## src/rtl/mbist_pkg.sv

```systemverilog
package mbist_pkg;
    typedef enum logic {ST_IDLE, ST_RUN} run_st_e;
    typedef enum logic {MODE_ONE, MODE_LOOP} run_mode_e;

    localparam logic [7:0] CMD_ONE  = 8'h01;
    localparam logic [7:0] CMD_LOOP = 8'h02;
    localparam logic [7:0] CMD_STOP = 8'h03;
    localparam int         CNT_W    = 16;
endpackage

```

## src/rtl/mbist_lfsr.sv

```systemverilog
module mbist_lfsr #(
    parameter logic [31:0] SEED = 32'h1D0C_5A73,
    parameter logic [31:0] POLY = 32'h8020_0003
) (
    input  logic        clk,
    input  logic        rst_n,
    input  logic        load_i,
    output logic [31:0] state_o
);
    logic [31:0] st_d, st_q;

    always_comb begin
        if (load_i) st_d = SEED;
        else        st_d = {st_q[30:0], 1'b0} ^ (st_q[31] ? POLY : 32'h0);
    end

    always_ff @(posedge clk or negedge rst_n) begin
        if (!rst_n) st_q <= SEED;
        else        st_q <= st_d;
    end

    assign state_o = st_q;
endmodule

```

## src/rtl/mbist_chain.sv

```systemverilog
module mbist_chain #(
    parameter int STAGES = 4,
    parameter int MUL_W  = 18
) (
    input  logic             clk,
    input  logic             rst_n,
    input  logic [MUL_W-1:0] a_i,
    input  logic [MUL_W-1:0] b_i,
    output logic [MUL_W-1:0] y_o
);
    localparam int PROD_W = 2 * MUL_W;

    logic [MUL_W-1:0] pa [0:STAGES];
    logic [MUL_W-1:0] pb [0:STAGES-1];

    assign pa[0] = a_i;
    assign pb[0] = b_i;

    for (genvar k = 0; k < STAGES; k++) begin : g_stage
        logic signed [PROD_W-1:0] prod;
        logic [MUL_W-1:0] a_d, a_q;

        always_comb begin
            prod = $signed(pa[k]) * $signed(pb[k]);
            a_d  = prod[MUL_W-1:0];
        end

        always_ff @(posedge clk or negedge rst_n) begin
            if (!rst_n) a_q <= '0;
            else        a_q <= a_d;
        end
        assign pa[k+1] = a_q;

        if (k < STAGES - 1) begin : g_pass
            logic [MUL_W-1:0] b_d, b_q;
            always_comb b_d = pb[k];
            always_ff @(posedge clk or negedge rst_n) begin
                if (!rst_n) b_q <= '0;
                else        b_q <= b_d;
            end
            assign pb[k+1] = b_q;
        end
    end

    assign y_o = pa[STAGES];
endmodule

```

## src/rtl/mbist_ref.sv

```systemverilog
module mbist_ref #(
    parameter int STAGES = 4,
    parameter int MUL_W  = 18
) (
    input  logic             clk,
    input  logic             rst_n,
    input  logic [MUL_W-1:0] a_i,
    input  logic [MUL_W-1:0] b_i,
    output logic [MUL_W-1:0] y_o
);
    localparam int PROD_W = 2 * MUL_W;

    typedef struct packed {
        logic [STAGES-1:0][MUL_W-1:0] a;
        logic [STAGES-1:0][MUL_W-1:0] b;
    } dly_t;

    dly_t dl_d, dl_q;

    always_comb begin
        dl_d.a[0] = a_i;
        dl_d.b[0] = b_i;
        for (int k = 1; k < STAGES; k++) begin
            dl_d.a[k] = dl_q.a[k-1];
            dl_d.b[k] = dl_q.b[k-1];
        end
    end

    always_ff @(posedge clk or negedge rst_n) begin
        if (!rst_n) dl_q <= '0;
        else        dl_q <= dl_d;
    end

    always_comb begin
        logic signed [PROD_W-1:0] p;
        logic [MUL_W-1:0] x;
        x = dl_q.a[STAGES-1];
        for (int k = 0; k < STAGES; k++) begin
            p = $signed(x) * $signed(dl_q.b[STAGES-1]);
            x = p[MUL_W-1:0];
        end
        y_o = x;
    end
endmodule

```

## src/rtl/mbist_tx.sv

```systemverilog
module mbist_tx #(
    parameter int CNT_W = 16
) (
    input  logic             clk,
    input  logic             rst_n,
    input  logic             load_i,
    input  logic [CNT_W-1:0] word_i,
    output logic             busy_o,
    output logic             tx_valid_o,
    output logic [7:0]       tx_data_o,
    input  logic             tx_ready_i
);
    typedef struct packed {
        logic       valid;
        logic       second;
        logic [7:0] cur;
        logic [7:0] lo;
    } tx_t;

    tx_t s_d, s_q;

    always_comb begin
        s_d = s_q;
        if (!s_q.valid) begin
            if (load_i) begin
                s_d.valid  = 1'b1;
                s_d.second = 1'b0;
                s_d.cur    = word_i[15:8];
                s_d.lo     = word_i[7:0];
            end
        end else if (tx_ready_i) begin
            if (!s_q.second) begin
                s_d.second = 1'b1;
                s_d.cur    = s_q.lo;
            end else begin
                s_d.valid = 1'b0;
            end
        end
    end

    always_ff @(posedge clk or negedge rst_n) begin
        if (!rst_n) s_q <= '0;
        else        s_q <= s_d;
    end

    assign busy_o     = s_q.valid;
    assign tx_valid_o = s_q.valid;
    assign tx_data_o  = s_q.cur;

    AST_TX_HOLD: assert property (@(posedge clk) disable iff (!rst_n)
        (tx_valid_o && !tx_ready_i) |=> (tx_valid_o && $stable(tx_data_o)));
    AST_TX_PAIR: assert property (@(posedge clk) disable iff (!rst_n)
        (tx_valid_o && tx_ready_i && !s_q.second) |=> tx_valid_o);
endmodule

```

## src/rtl/mbist_ctrl.sv

```systemverilog
module mbist_ctrl
    import mbist_pkg::*;
#(
    parameter int          STAGES   = 4,
    parameter int          MUL_W    = 18,
    parameter int          INTERVAL = 4096,
    parameter logic [31:0] SEED     = 32'h1D0C_5A73
) (
    input  logic             clk,
    input  logic             rst_n,
    input  logic             host_valid,
    input  logic [7:0]       host_byte,
    output logic             host_ready,
    output logic             rpt_valid,
    output logic [7:0]       rpt_byte,
    input  logic             rpt_ready,
    input  logic [MUL_W-1:0] upset_inj
);
    localparam int FILL_W = $clog2(STAGES + 1);
    localparam int IVL_W  = $clog2(INTERVAL);
    localparam logic [FILL_W-1:0] FILL_FULL = FILL_W'(STAGES);
    localparam logic [IVL_W-1:0]  IVL_LAST  = IVL_W'(INTERVAL - 1);
    localparam logic [CNT_W-1:0]  CNT_MAX   = '1;

    typedef struct packed {
        run_st_e           st;
        run_mode_e         mode;
        logic [FILL_W-1:0] fill;
        logic [IVL_W-1:0]  ivl;
        logic [CNT_W-1:0]  err;
    } ctl_t;

    ctl_t c_d, c_q;

    logic [31:0]      lfsr;
    logic             lfsr_load;
    logic [MUL_W-1:0] chain_y, ref_y;
    logic             tx_busy;
    logic             cmp_en, miss, last_slot, report_fire;
    logic [CNT_W-1:0] err_inc;
    logic             cmd_start, cmd_stop;

    mbist_lfsr #(.SEED(SEED)) i_lfsr (
        .clk(clk), .rst_n(rst_n), .load_i(lfsr_load), .state_o(lfsr)
    );

    mbist_chain #(.STAGES(STAGES), .MUL_W(MUL_W)) i_chain (
        .clk(clk), .rst_n(rst_n),
        .a_i(lfsr[MUL_W-1:0]), .b_i(lfsr[31:32-MUL_W]), .y_o(chain_y)
    );

    mbist_ref #(.STAGES(STAGES), .MUL_W(MUL_W)) i_ref (
        .clk(clk), .rst_n(rst_n),
        .a_i(lfsr[MUL_W-1:0]), .b_i(lfsr[31:32-MUL_W]), .y_o(ref_y)
    );

    mbist_tx #(.CNT_W(CNT_W)) i_tx (
        .clk(clk), .rst_n(rst_n),
        .load_i(report_fire), .word_i(err_inc), .busy_o(tx_busy),
        .tx_valid_o(rpt_valid), .tx_data_o(rpt_byte), .tx_ready_i(rpt_ready)
    );

    assign host_ready = 1'b1;

    always_comb begin
        c_d         = c_q;
        lfsr_load   = 1'b0;
        cmd_start   = host_valid && c_q.st == ST_IDLE &&
                      (host_byte == CMD_ONE || host_byte == CMD_LOOP);
        cmd_stop    = host_valid && c_q.st == ST_RUN && host_byte == CMD_STOP;
        cmp_en      = c_q.st == ST_RUN && c_q.fill == FILL_FULL;
        miss        = cmp_en && ((chain_y ^ upset_inj) != ref_y);
        err_inc     = (miss && c_q.err != CNT_MAX) ? c_q.err + 1'b1 : c_q.err;
        last_slot   = c_q.st == ST_RUN && c_q.ivl == IVL_LAST;
        report_fire = last_slot && !tx_busy;

        if (c_q.st == ST_IDLE) begin
            if (cmd_start) begin
                c_d.st    = ST_RUN;
                c_d.mode  = (host_byte == CMD_LOOP) ? MODE_LOOP : MODE_ONE;
                c_d.fill  = '0;
                c_d.ivl   = '0;
                c_d.err   = '0;
                lfsr_load = 1'b1;
            end
        end else begin
            if (c_q.fill != FILL_FULL) c_d.fill = c_q.fill + 1'b1;
            c_d.ivl = last_slot ? '0 : c_q.ivl + 1'b1;
            c_d.err = report_fire ? '0 : err_inc;
            if ((report_fire && c_q.mode == MODE_ONE) || cmd_stop) c_d.st = ST_IDLE;
        end
    end

    always_ff @(posedge clk or negedge rst_n) begin
        if (!rst_n) c_q <= '{st: ST_IDLE, mode: MODE_ONE, fill: '0, ivl: '0, err: '0};
        else        c_q <= c_d;
    end

    AST_START_CLEAR: assert property (@(posedge clk) disable iff (!rst_n)
        cmd_start |=> (c_q.st == ST_RUN && c_q.err == '0 && c_q.ivl == '0));
    AST_NO_EARLY_CMP: assert property (@(posedge clk) disable iff (!rst_n)
        (c_q.st == ST_IDLE) |=> !cmp_en);
    AST_CLEAR_AFTER_RPT: assert property (@(posedge clk) disable iff (!rst_n)
        report_fire |=> (c_q.err == '0 && rpt_valid));
    AST_ONE_SHOT_STOP: assert property (@(posedge clk) disable iff (!rst_n)
        (report_fire && c_q.mode == MODE_ONE) |=> c_q.st == ST_IDLE);
    AST_END_STOP: assert property (@(posedge clk) disable iff (!rst_n)
        cmd_stop |=> c_q.st == ST_IDLE);
    AST_NO_WRAP: assert property (@(posedge clk) disable iff (!rst_n)
        (c_q.err == CNT_MAX && !report_fire && c_q.st == ST_RUN) |=> c_q.err == CNT_MAX);
    AST_DEFER_KEEP: assert property (@(posedge clk) disable iff (!rst_n)
        (last_slot && tx_busy && c_q.st == ST_RUN) |=> c_q.err >= $past(c_q.err));
endmodule

```

## config.mk

```make
export PLATFORM = sky130hd
export DESIGN_NAME = mbist_ctrl
export DESIGN_NICKNAME = d
export VERILOG_FILES = /design/src/rtl/mbist_pkg.sv /design/src/rtl/mbist_lfsr.sv /design/src/rtl/mbist_chain.sv /design/src/rtl/mbist_ref.sv /design/src/rtl/mbist_tx.sv /design/src/rtl/mbist_ctrl.sv
export SDC_FILE = /design/constraint.sdc
export NUM_CORES = 2
export LEC_CHECK = 0
export BUFFER_PORTS_ARGS = -buffer_cell sky130_fd_sc_hd__buf_2
export CORE_AREA = 3 3 408 369
export DETAILED_ROUTE_END_ITERATION = 10
export DIE_AREA = 0 0 411 372
export SETUP_SLACK_MARGIN = 0.3
export SLEW_MARGIN = 20
export SYNTH_ARGS = -nofsm -noshare
export SYNTH_HDL_FRONTEND = slang
export SYNTH_SLANG_ARGS = --single-unit
```

## constraint.sdc

```tcl
create_clock -name clk -period 18.9 [get_ports clk]
set_clock_uncertainty 0.05 [all_clocks]
set_input_delay 1.89 -clock clk [delete_from_list [all_inputs] [get_ports clk]]
set_output_delay 1.89 -clock clk [all_outputs]
set_load 0.01 [all_outputs]
```

==> flow_summary.ini <==
[grt]
grt_first_pass_wirelength_mm = 198
grt_pass1_vias = 37417
grt_max_degree = 177
track_usage_pct = 16.0
grt_overflow = 0
antenna_found_initial = 2

[sta]
setup_ws_ns = 0.194
period_minus_slack_ns = 18.71
worstMarginPinSlew_ns = 1.15
fin_crit_sh_pct = 99.0
rsz0062_at_grt = true
finalSetupViolations = 0
final_max_slew_viol_count = 0
hold_viol = 0
max_slew_margin_pct = 23.4
max_freq_mhz = 53.5

[clock_tree]
h-tree-depth = 2
clk_pin_slew_worst_paths_ns = 0.06
cts_buffers = 38
cts_hold_buf = 0
cts_tree = yes
clkLatencyLatePin_ns = 0.57
cts_sinks = 283
clock-root-buffer = clkbuf_16
cts_buffer_depth = 3

[final_layout]
utilization_pct = 38.5
area_delta_synth_final_pct = 13.2
fin_area_um2 = 56300
fill_cells = 14521
fin_nets = 6900
fin_cells = 7454
multiInputGateArea_um2 = 38400
seq_area_um2 = 7120
layout-drive-gt1-share_pct = 11.2

[logic_synthesis]
yosysWarningCount = 0
avgSynthCellArea_um2 = 9.37
synth-edff-count = 0
async_flop_share_pct = 100
ys.flop_type = dfrtp_1
ys_seq_area_share_pct = 14.3
ys_ff_latch = 283
synth_cells = 5305
synth_area_um2 = 49700
synth.distinct_cells = 65
syn_nets = 6738

[floorplan]
dieArea_um2 = 153000
chipHeight_um = 372
fp.coreArea_um2 = 146000
die_w_um = 411
initial_core_util_pct = 34.0
fp-row-count = 133
ios = 40

[critical_path]
cp.arrival_ns = 19.10
end_kind = flop
crit_path_max_incr_delay_ns = 0.59
critPathSlowestCell = fa_1
crit_top_cell = fa_1
path_class = reg2reg
crit_required_ns = 19.29
worstPathMaxFanout = 5
critPathLaunchType = flop

[placement]
dp_hpwl_mm = 93.5
placed_area_um2 = 53200
dpl.cell_count = 7312
place_ws_ns = -0.841
place_congestion = 0.871
portBuffers = 38

[route]
postRouteAntennaNets = 0
drc = 0
via_per_inst = 4.60
routed_wirelength_mm = 118
wl_per_cell_um = 15.9
vias = 34281
dr.pass1.iters = 5
drt_iter0_drc = 1655

[status]
outcome = completed

[min_path]
hold_class = reg2reg

[job]
cap_violations = 0
==> through the flow <==
step / hold WS, ns / setup TNS, ns
final: 0.294 / 0
after global routing: 0.304 / -8.71
after CTS: 0.297 / 0
after detailed placement: 0.285 / -18.32
after global placement: 0.282 / -13.40
after floorplan: 0.281 / 0
==> worst paths after layout <==
kind,startpoint,to,slack [ns],cells after the start
max in group asynchronous,rst_n,i_chain.y_o[6],15.95,2
min in group asynchronous,rst_n,c_q[3],1.30,1
min reg2reg,i_ref.dl_d[110],i_ref.dl_d[128],0.29,0
max,i_ref.dl_q[140],i_tx.s_q[3],0.19,70
min,i_ref.dl_d[110],i_ref.dl_d[128],0.29,0
max reg2reg,i_ref.dl_q[140],i_tx.s_q[3],0.19,70
==> worst max-delay path, delay by kind of cell, from the launching register on <==
kind	cells	cell delay (ns)
AOI/OAI and AO/OA	6	0.88
xor gates and xnor gates	11	2.00
adders and majority gates	27	11.43
buffers and inverters	14	1.30
DFF	1	0.42
muxes	1	0.27
and+or+nand+nor	11	2.22
==> sequential cells by signal, summed over array words and instances, names as in the netlist <==
signal / cells
i_chain.y_o: 18
c_q: 33
i_ref.dl_q: 32
i_ref.dl_d: 96
i_lfsr.state_o: 32
i_tx.tx_data_o: 8
i_tx.busy_o: 1
i_tx.s_q: 9
i_chain.g_stage.a_q: 54
==> per-layer routing <==
layer  up-vias  share of wire, %  GRT usage [%]  wire, um
li1      16001                 -              -         -
met1     17526                47           22.6     56000
met2       611                46           26.1     54300
met3       143               4.2           1.94      4990
met4         0               2.5           3.81      2980
met5         -                 0              0         0
==> cells in the final DEF, fill, tap and decap left out, types with 7 or more instances in the layout <==
cell / synthesis / final
dfstp_2: 15 / 15
fa_1: 860 / 853
a21oi_2: 0 / 9
fa_2: 0 / 7
xnor2_2: 1 / 16
xor2_1: 86 / 80
ha_1: 543 / 513
nor2_1: 61 / 53
nand4_1: 7 / 7
xnor2_1: 282 / 265
nand2b_1: 22 / 19
or2_2: 15 / 15
nor3_1: 12 / 7
dfrtp_2: 0 / 12
o211ai_1: 7 / 7
o21bai_1: 16 / 15
o21ai_1: 0 / 27
inv_2: 0 / 17
a31oi_1: 15 / 13
and2_4: 0 / 14
buf_2: 1 / 37
nand3_1: 39 / 30
nor2b_1: 30 / 28
dfrtp_1: 268 / 256
xnor3_1: 12 / 11
clkbuf_16: 0 / 38
o21ai_0: 98 / 62
o21a_1: 9 / 8
and3_1: 35 / 33
nand2_1: 603 / 597
o21ai_2: 0 / 9
buf_4: 9 / 255
and2_1: 682 / 668
ha_4: 0 / 25
inv_1: 1194 / 1177
buf_6: 1 / 29
a21oi_1: 82 / 73
a21o_1: 28 / 28
==> synthesized netlist by cell type (2+ instances only) <==
library cell	n	area, um2
a211oi_1	2	15.0
a21boi_0	2	15.0
a21o_1	28	210
a21oi_1	82	410
a22oi_1	6	45.0
a31oi_1	15	93.8
a32o_1	2	20.0
and2_1	682	4270
and3_1	35	219
and3b_1	2	17.5
and4_1	2	17.5
buf_1	4	15.0
buf_4	9	67.6
clkbuf_1	192	721
dfrtp_1	268	6710
dfstp_2	15	394
fa_1	860	17200
ha_1	543	6790
inv_1	1194	4480
mux2_2	3	33.8
mux2i_1	4	40.0
nand2_1	603	2260
nand2b_1	22	138
nand3_1	39	195
nand3b_1	3	22.5
nand4_1	7	43.8
nor2_1	61	229
nor2b_1	30	188
nor3_1	12	60.1
nor4_1	6	37.5
nor4b_1	2	17.5
o2111ai_1	3	26.3
o211ai_1	7	52.6
o21a_1	9	67.6
o21ai_0	98	490
o21bai_1	16	120
o31ai_1	9	67.6
or2_2	15	93.8
or3_1	6	37.5
or3_4	2	22.5
or4_1	4	30.0
xnor2_1	282	2470
xnor3_1	12	270
xor2_1	86	753
==> logic make-up after synthesis <==
logic type                 count (synthesis)  share of synthesized area, %
muxes                                      7                         0.148
AOI/OAI and AO/OA                        289                          3.49
adders and majority gates               1403                          48.3
buffers and inverters                   1402                          10.7
DFF                                      283                          14.3
and+or+nand+nor                         1539                          16.0
other                                      1                       0.00754
xor gates and xnor gates                 381                          7.06
==> area by class of cell <==
cell class / instances / area share (%)
Multi-Input combinational cell: 3620 / 68.2
Sequential cell: 283 / 12.6
Inverter: 1195 / 7.97
Timing Repair Buffer: 329 / 4.58
Tap cell: 1957 / 4.35
Clock buffer: 43 / 1.76
Clock inverter: 25 / 0.520
Antenna cell: 2 / 0.00889
==> repair_timing <==
action                                  CTS  global route
pin swaps                               118            97
setup buffers                            45            27
resized for setup                       137           129
endpoints found under the setup margin   32            32
Power is not shown: default switching activity piles up to over one toggle a cycle in this logic, so the estimate is an artifact.
